## src/rtl/pinmux_cfg_pkg.sv

```systemverilog
// Package: shared widths, types and helpers for the pin-function select bank.
// Assumes the legacy function is always encoded as code 0.
package pinmux_cfg_pkg;

    localparam int unsigned FIELD_W = 2;
    localparam int unsigned NUM_FN  = 1 << FIELD_W;

    typedef logic [FIELD_W-1:0] sel_code_t;
    typedef logic [NUM_FN-1:0]  fn_onehot_t;

    localparam sel_code_t LEGACY_CODE = '0;

    // Map an unsupported code onto the legacy function.
    function automatic sel_code_t legalize(sel_code_t code, fn_onehot_t legal_set);
        return (code == LEGACY_CODE || legal_set[code]) ? code : LEGACY_CODE;
    endfunction

    // Expand a code into a one-hot function enable vector.
    function automatic fn_onehot_t to_onehot(sel_code_t code);
        fn_onehot_t v;
        v = '0;
        v[code] = 1'b1;
        return v;
    endfunction

endpackage

```

## src/rtl/pinmux_cfg_regs.sv

```systemverilog
// Module: register storage for the select bank.
// Holds NUM_REGS registers of REG_W bits. Hard reset clears them; a soft
// reset clears them unless wake_en is high; writes are dropped while lock
// is high. Assumes all controls are synchronous to clk.
module pinmux_cfg_regs #(
    parameter int unsigned NUM_REGS = 2,
    parameter int unsigned REG_W    = 8,
    parameter int unsigned ADDR_W   = 1
) (
    input  logic                      clk,
    input  logic                      rst_n,
    input  logic                      soft_rst,
    input  logic                      wake_en,
    input  logic                      lock,
    input  logic                      wr_en,
    input  logic [ADDR_W-1:0]         addr,
    input  logic [REG_W-1:0]          wr_data,
    output logic [REG_W-1:0]          rd_data,
    output logic [NUM_REGS*REG_W-1:0] cfg_flat
);

    logic [REG_W-1:0] regs_q [NUM_REGS];
    logic             addr_ok;

    // Purpose: flag addresses that name an existing register.
    always_comb addr_ok = (int'(addr) < NUM_REGS);

    // Purpose: reset, context-aware clear and lock-gated write of the bank.
    always_ff @(posedge clk) begin
        if (!rst_n) begin
            for (int i = 0; i < NUM_REGS; i++) regs_q[i] <= '0;
        end else if (soft_rst && !wake_en) begin
            for (int i = 0; i < NUM_REGS; i++) regs_q[i] <= '0;
        end else if (wr_en && !lock && addr_ok) begin
            regs_q[addr] <= wr_data;
        end
    end

    // Purpose: combinational read of the addressed register.
    always_comb rd_data = addr_ok ? regs_q[addr] : '0;

    // Purpose: flatten storage for the field decoders.
    for (genvar r = 0; r < NUM_REGS; r++) begin : g_flat
        assign cfg_flat[r*REG_W +: REG_W] = regs_q[r];
    end

endmodule

```

## src/rtl/pinmux_field_dec.sv

```systemverilog
// Module: decoder for one pin group's select field.
// Unsupported codes (clear bits of LEGAL_SET) fall back to the legacy
// function; the result is a one-hot enable vector. Purely combinational.
module pinmux_field_dec
    import pinmux_cfg_pkg::*;
#(
    parameter fn_onehot_t LEGAL_SET = '1
) (
    input  sel_code_t  code_i,
    output fn_onehot_t fn_en_o
);

    sel_code_t eff_code;

    // Purpose: apply the supported-code set, then expand to one-hot.
    always_comb begin
        eff_code = legalize(code_i, LEGAL_SET);
        fn_en_o  = to_onehot(eff_code);
    end

endmodule

```

## src/rtl/pinmux_route.sv

```systemverilog
// Module: derived pin routing flags.
// Picks which of two candidate groups carries the wake signal (group A
// has priority) and gates the shared data pin output on power-good.
// Assumes the hit inputs come from already-legalized decodes.
module pinmux_route (
    input  logic       wake_a_hit_i,
    input  logic       wake_b_hit_i,
    input  logic       data_hit_i,
    input  logic       pwr_good_i,
    output logic [1:0] wake_route_o,
    output logic       data_oe_ok_o
);

    // Purpose: priority-select the wake route, keep data pin an input until power is good.
    always_comb begin
        wake_route_o[0] = wake_a_hit_i;
        wake_route_o[1] = wake_b_hit_i && !wake_a_hit_i;
        data_oe_ok_o    = pwr_good_i && data_hit_i;
    end

endmodule

```

## src/rtl/pinmux_cfg_bank.sv

```systemverilog
// Module: top of the lockable pin-function select bank.
// Stores the select registers, decodes each 2-bit field into one-hot
// function enables and derives wake routing and data-pin drive permission.
// Assumes a single address serves both read and write.
module pinmux_cfg_bank
    import pinmux_cfg_pkg::*;
#(
    parameter int unsigned NUM_REGS   = 2,
    parameter int unsigned REG_W      = 8,
    parameter logic [NUM_REGS*(REG_W/pinmux_cfg_pkg::FIELD_W)*pinmux_cfg_pkg::NUM_FN-1:0]
                           LEGAL_MASK = 32'h7F7B_FDBF,
    parameter int unsigned WAKE_GRP_A = 3,
    parameter int unsigned WAKE_GRP_B = 5,
    parameter int unsigned WAKE_CODE  = 2,
    parameter int unsigned DATA_GRP   = 1,
    parameter int unsigned DATA_CODE  = 1,
    localparam int unsigned FIELDS_PER_REG = REG_W / FIELD_W,
    localparam int unsigned NUM_GRP   = NUM_REGS * FIELDS_PER_REG,
    localparam int unsigned ADDR_W    = (NUM_REGS > 1) ? $clog2(NUM_REGS) : 1
) (
    input  logic                      clk,
    input  logic                      rst_n,
    input  logic                      soft_rst_i,
    input  logic                      wake_en_i,
    input  logic                      lock_i,
    input  logic                      pwr_good_i,
    input  logic                      wr_en_i,
    input  logic [ADDR_W-1:0]         addr_i,
    input  logic [REG_W-1:0]          wdata_i,
    output logic [REG_W-1:0]          rdata_o,
    output logic [NUM_GRP*NUM_FN-1:0] pin_fn_o,
    output logic [1:0]                wake_route_o,
    output logic                      data_oe_ok_o
);

    logic [NUM_REGS*REG_W-1:0] cfg_flat;

    pinmux_cfg_regs #(
        .NUM_REGS (NUM_REGS),
        .REG_W    (REG_W),
        .ADDR_W   (ADDR_W)
    ) u_regs (
        .clk      (clk),
        .rst_n    (rst_n),
        .soft_rst (soft_rst_i),
        .wake_en  (wake_en_i),
        .lock     (lock_i),
        .wr_en    (wr_en_i),
        .addr     (addr_i),
        .wr_data  (wdata_i),
        .rd_data  (rdata_o),
        .cfg_flat (cfg_flat)
    );

    // One decoder per pin group, each with its own supported-code set.
    for (genvar g = 0; g < NUM_GRP; g++) begin : g_dec
        pinmux_field_dec #(
            .LEGAL_SET (LEGAL_MASK[g*NUM_FN +: NUM_FN])
        ) u_dec (
            .code_i  (cfg_flat[g*FIELD_W +: FIELD_W]),
            .fn_en_o (pin_fn_o[g*NUM_FN +: NUM_FN])
        );
    end

    pinmux_route u_route (
        .wake_a_hit_i (pin_fn_o[WAKE_GRP_A*NUM_FN + WAKE_CODE]),
        .wake_b_hit_i (pin_fn_o[WAKE_GRP_B*NUM_FN + WAKE_CODE]),
        .data_hit_i   (pin_fn_o[DATA_GRP*NUM_FN + DATA_CODE]),
        .pwr_good_i   (pwr_good_i),
        .wake_route_o (wake_route_o),
        .data_oe_ok_o (data_oe_ok_o)
    );

endmodule

```

## config.mk

```make
export PLATFORM = sky130hd
export DESIGN_NAME = pinmux_cfg_bank
export DESIGN_NICKNAME = d
export VERILOG_FILES = /design/src/rtl/pinmux_cfg_pkg.sv /design/src/rtl/pinmux_cfg_regs.sv /design/src/rtl/pinmux_field_dec.sv /design/src/rtl/pinmux_route.sv /design/src/rtl/pinmux_cfg_bank.sv
export SDC_FILE = /design/constraint.sdc
export NUM_CORES = 1
export LEC_CHECK = 0
export ABC_CLOCK_PERIOD_IN_PS = 1700
export BUFFER_PORTS_ARGS = -buffer_cell sky130_fd_sc_hd__buf_2
export CAP_MARGIN = 10
export CORE_ASPECT_RATIO = 0.9
export CORE_MARGIN = 2
export CORE_UTILIZATION = 45
export CTS_BUF_LIST = sky130_fd_sc_hd__clkbuf_4
export DETAILED_ROUTE_END_ITERATION = 16
export PLACE_DENSITY = 0.79
export SKIP_LAST_GASP = 1
export SYNTH_ARGS = -nofsm -noshare
export SYNTH_HDL_FRONTEND = slang
export SYNTH_SLANG_ARGS = --single-unit
```

## constraint.sdc

```tcl
create_clock -name clk -period 1.7 [get_ports clk]
set_clock_uncertainty 0.15 [all_clocks]
set_input_delay 0.34 -clock clk [delete_from_list [all_inputs] [get_ports clk]]
set_output_delay 0.34 -clock clk [all_outputs]
set_load 0.05 [all_outputs]
```

==> qor.yml, run 1 <==
fp-row-count: 17
grt_max_degree: 17
peakVddDrop_mv: 0.474
hp-class: "input port to flip-flop"
vias: 981
min_period_over_period: 1.04
p_switching_mw: 0.587
syn2layout_area_growth_pct: 38.7
synth_top_area_frac: 0.412
ys_top_cells_by_count: "16 x edfxtp_1, 14 x nor4_2, 10 x nand2_1"
fin_nets: 184
pwr_density_cell_nw_per_um2: 818
drcViolationCount: 0
cts-root-buf: "clkbuf_4"
synthTopCellsByArea: "edfxtp_1 41%, nor4_2 15%, ha_1 6.4%"
slowest_stage: "edfxtp_1"
path_cells: "inv_1 > ha_2 > and2_4 > buf_8"
setup-violations-final: 7
dpl_cell_area_um2: 1420
finalSetupTns_ps: -233
hold_buffers: 0
crit_arrival_ps: 1280
critPathKind: "flip-flop to output port"
start_util: 0.473
drv_slew: 0
cp-end-kind: "output port"
drt-total-wl_um: 2570
async_reset_ff_frac: 0
synth-edff-count: 16
seqPwrFrac: 0.377
finalCriticalPeriod_ps: 1770
swShare: 0.443
first_global_vias: 873
cp-start-kind: "flip-flop"
numCtsBuffers: 3
p_clk_frac: 0.156
finalHoldViolations: 0
finalPower_mw: 1.32
rsz0062_at_grt: "yes"
status: "complete, but fails checks"
cap_violations: 0
setup_ws_ps: -65.6
die_y_um: 52.3
synth_area_leader_cell: "edfxtp_1"
diodes: 0
synth_cells: 108
reg_top3: "u_regs.regs_q (16)"
violations: "negative setup slack"
regMostFlops: "u_regs.regs_q"
grt_pass1_wl_um: 3560
cts_num_sinks: 16
synth_cell_type_count: 21
grt_usage: 0.156
critical_path_required_ps: 1210
yosys_most_used_dff: "edfxtp_1"
crit_fanout: 4
antenna_found_initial: 0
power.share.combinational: 0.467
die_x_um: 57.7
synth-seq-cells: 16
power.leakage_nw: 0.717
core_um2: 2470
gr-total-overflow: 0
ys_seq_area_frac: 0.412
place.gp.congestion: 0.698
yosys_warnings: 0
cts_max_level: 1
avgViaCountPerCell: 5.19
slowest_delay_ps: 450
fillerInstances: 199
max_freq_mhz: 566
final_core_util: 0.656
dp.final_hpwl_um: 1850
io_pins: 59
hold_ws_ps: 297
cts_tree: "yes"
postLayoutCellArea_um2: 1620
syn_area_per_cell_um2: 10.8
drtIter0Drc: 46
placement.io_buffers: 55
largest_reg_flops: 16
die_area_um2: 3020
wl_per_cell_um: 13.6
ant_nets: 0
post-synth-top-count-cell: "edfxtp_1"
path_clk_slew_ps: 100
intPower_mw: 0.737
drive_gt1_frac: 0.615
dr.pass1.iters: 5
netlist_area_um2: 1170
clockBufferDepth: 2
-- area by class of cell --
| type | count | area, um^2 | share of cell area |
|---|---|---|---|
| clock buffer | 3 | 22.5 | 0.0139 |
| clock inverter | 1 | 3.75 | 0.00232 |
| inverter | 9 | 33.8 | 0.0209 |
| multi-input combinational | 71 | 614 | 0.379 |
| sequential | 16 | 480 | 0.297 |
| tap | 28 | 35.0 | 0.0216 |
| timing repair buffer | 61 | 429 | 0.265 |
-- stage by stage --
| stage | instances | setup slack, ps |
|---|---|---|
| after floorplan | 110 | -122 |
| after detailed placement | 182 | 17.1 |
| final | 189 | -65.6 |
| after global routing | 189 | -113 |
| after CTS | 187 | -51.5 |
| after global placement | 182 | 37.4 |
-- power groups by stage --
stage	sequential [mW]	combinational, mW	clock, mW
2_1_floorplan	0.497	0.461	0
3_3_place_gp	0.502	0.530	0
3_5_place_dp	0.505	0.541	0
4_1_cts	0.496	0.584	0.201
5_1_grt	0.505	0.645	0.218
6_report	0.499	0.619	0.206
-- worst max-delay path: cells and delay by family, from the launching register on --
kind | cells | cell delay [ps]
buffers and inverters | 2 | 230
and+or+nand+nor | 1 | 150
DFF | 1 | 450
adders and majority gates | 1 | 170
-- logic make-up after synthesis --
kind of cell | after synthesis | synth area share
AOI/OAI and AO/OA | 4 | 0.0247
adders and majority gates | 6 | 0.0643
buffers and inverters | 23 | 0.119
DFF | 16 | 0.412
muxes | 6 | 0.0579
other | 1 | 0.00321
and+or+nand+nor | 52 | 0.319
-- placed cells by master, fill, tap and decap left out, types with 2 or more instances in the layout --
cell type,synthesis,final
and2_1,9,7
and2_4,0,2
buf_2,3,37
buf_4,7,10
buf_6,3,11
buf_8,0,3
clkbuf_4,0,3
conb_1,1,3
edfxtp_1,16,16
ha_1,6,2
ha_2,0,3
inv_1,8,6
inv_2,1,3
mux2_2,6,4
mux2_4,0,2
nand2_1,10,10
nor2_1,6,4
nor2_2,0,2
nor2b_1,9,6
nor2b_4,0,2
nor4_1,2,2
nor4_2,14,14
-- final timing paths --
kind                  cells past startpoint                               from                                 to  slack, ps
worst max-delay path                      4  u_regs.regs_q[1][7]$_SDFFCE_PN0P_                       pin_fn_o[31]        -70
worst min-delay path                      3                         wdata_i[0]  u_regs.regs_q[0][0]$_SDFFCE_PN0P_        300
-- timing repair --
item / CTS / global route
gates resized for setup: 27 / 23
setup endpoints to repair: 16 / 18
buffers inserted: 1 / 2
-- routing by layer --
| layer | up-vias | GRT usage | share of wire |
|---|---|---|---|
| met3 | 8 | 0.0198 | 0.072 |
| met2 | 53 | 0.303 | 0.53 |
| met1 | 450 | 0.163 | 0.37 |
| met5 | - | 0 | 0 |
| li1 | 470 | - | - |
| met4 | 0 | 0.0814 | 0.029 |
(Power assumes the default switching activity.)
==> inputs of run 2 (changes only) <==
Settings changed: ABC_CLOCK_PERIOD_IN_PS 1700 to 1800, SLEW_MARGIN set to 10.
Clock period 1.7 ns to 1.8 ns, I/O delays scaled along.
==> run 2 against run 1 <==
Against the previous run: the run now ends clean; sequential power decreased by 6.4%; sequential share of layout area increased by 2.3 points; critical endpoint unchanged; design area fell by 7.3%; critical path depth unchanged.
==> qor.yml, run 2 (synthesized netlist as in run 1, its figures left out) <==
status: "finished, final reports clean"
die_x_um: 57.7
numCtsBuffers: 3
dr.pass1.iters: 4
start_util: 0.473
finalCriticalPeriod_ps: 1770
peakVddDrop_mv: 0.410
wl_per_cell_um: 12.2
syn2layout_area_growth_pct: 28.6
path_clk_slew_ps: 90
power.leakage_nw: 0.684
drcViolationCount: 0
slowest_stage: "edfxtp_1"
fin_nets: 183
dp.cells: 183
finalSetupTns_ps: 0
fillerInstances: 216
place.gp.congestion: 0.707
intPower_mw: 0.653
path_cells: "inv_1 > ha_2 > and2_4 > buf_8"
ant_nets: 0
drtIter0Drc: 25
cp-start-kind: "flip-flop"
max_freq_mhz: 565
path_delay_family: "flip-flops"
cts_tree: "yes"
p_switching_mw: 0.531
core_um2: 2470
first_global_vias: 888
diodes: 0
swShare: 0.448
final_cells: 188
placement.io_buffers: 55
critPathKind: "flip-flop to output port"
hp-class: "input port to flip-flop"
critical_path_required_ps: 1290
clockBufferDepth: 2
rsz0062_at_grt: "yes"
die_y_um: 52.3
final_common_cell: "buf_2"
p_clk_frac: 0.158
cts_max_level: 1
final_core_util: 0.609
die_area_um2: 3020
io_pins: 59
crit_buf_inv: 2
drive_gt1_frac: 0.588
largest_reg_flops: 16
vias: 936
min_period_over_period: 0.983
hold_buffers: 0
seqPwrFrac: 0.395
gr-total-overflow: 0
power.share.combinational: 0.447
antenna_found_initial: 0
grt_pass1_wl_um: 3590
grt_usage: 0.157
cts_num_sinks: 16
regMostFlops: "u_regs.regs_q"
avgViaCountPerCell: 4.98
fp-row-count: 17
dp.final_hpwl_um: 1820
cp-end-kind: "output port"
finalPower_mw: 1.18
final_cell_mix: "48 x buf_2, 16 x edfxtp_1, 14 x nor4_2, 10 x nand2_1"
cap_violations: 0
reg_top3: "u_regs.regs_q (16)"
setup-violations-final: 0
drv_slew: 0
drt-total-wl_um: 2290
crit_fanout: 4
slowest_delay_ps: 440
grt_max_degree: 15
crit_arrival_ps: 1260
finalHoldViolations: 0
pwr_density_cell_nw_per_um2: 788
cts-root-buf: "clkbuf_4"
## run 2: changes by cell type in the layout (fill, tap and decap cells not counted), moves of 2 or more
cell,delta
mux2_4,-2
buf_8,-2
buf_4,-3
buf_2,+11
ha_1,+2
mux2_2,+2
clkbuf_4,+2
buf_6,-9
nor2_2,-2
nor2_1,+2
## run 2: power groups by stage
stage | sequential (mW) | combinational [mW] | clock, mW
finish | 0.467 | 0.529 | 0.187
global route | 0.474 | 0.555 | 0.210
CTS | 0.467 | 0.514 | 0.189
detailed placement | 0.475 | 0.511 | 0
global placement | 0.474 | 0.500 | 0
floorplan | 0.468 | 0.434 | 0
## run 2: timing repair
| item | CTS | global route |
|---|---|---|
| setup buffers | 0 | 1 |
| pin swaps | 0 | 2 |
| gates resized for setup | 3 | 15 |
| setup endpoints to repair | 3 | 8 |
## run 2: tightest hold or removal path, cell delays in order
cell	delay, ps
buf_2	100
nand2_1	90
nor4_2	40
## run 2: stage by stage
| stage | worst slack (ps) | cell area [um^2] | hold slack, ps |
|---|---|---|---|
| finish | 30.5 | 1500 | 319 |
| global route | -35.3 | 1500 | 321 |
| floorplan | -41.7 | 1190 | 492 |
| CTS | -0.0302 | 1460 | 319 |
| global placement | 97.1 | 1430 | 609 |
| detailed placement | 76.2 | 1430 | 617 |
## run 2: worst paths after layout
path  cells after the start                                end                              start  slack, ps
max                       4                       pin_fn_o[31]  u_regs.regs_q[1][7]$_SDFFCE_PN0P_         30
min                       3  u_regs.regs_q[0][1]$_SDFFCE_PN0P_                         wdata_i[1]        320
## run 2: per-layer routing
metal / GRT usage / wire, um
met1: 0.163 / 879
met2: 0.299 / 1190
met3: 0.0395 / 187
met4: 0.0659 / 38
met5: 0 / 0
## run 2: layout make-up
cell class              instances  area [um^2]  area share
clock inverters                 1         3.75     0.00250
inverters                       9         33.8      0.0225
repair buffers                 60          345       0.230
well taps                      28         35.0      0.0233
multi-input cells              71          581       0.387
clock buffers                   3         22.5      0.0150
flip-flops and latches         16          480       0.320
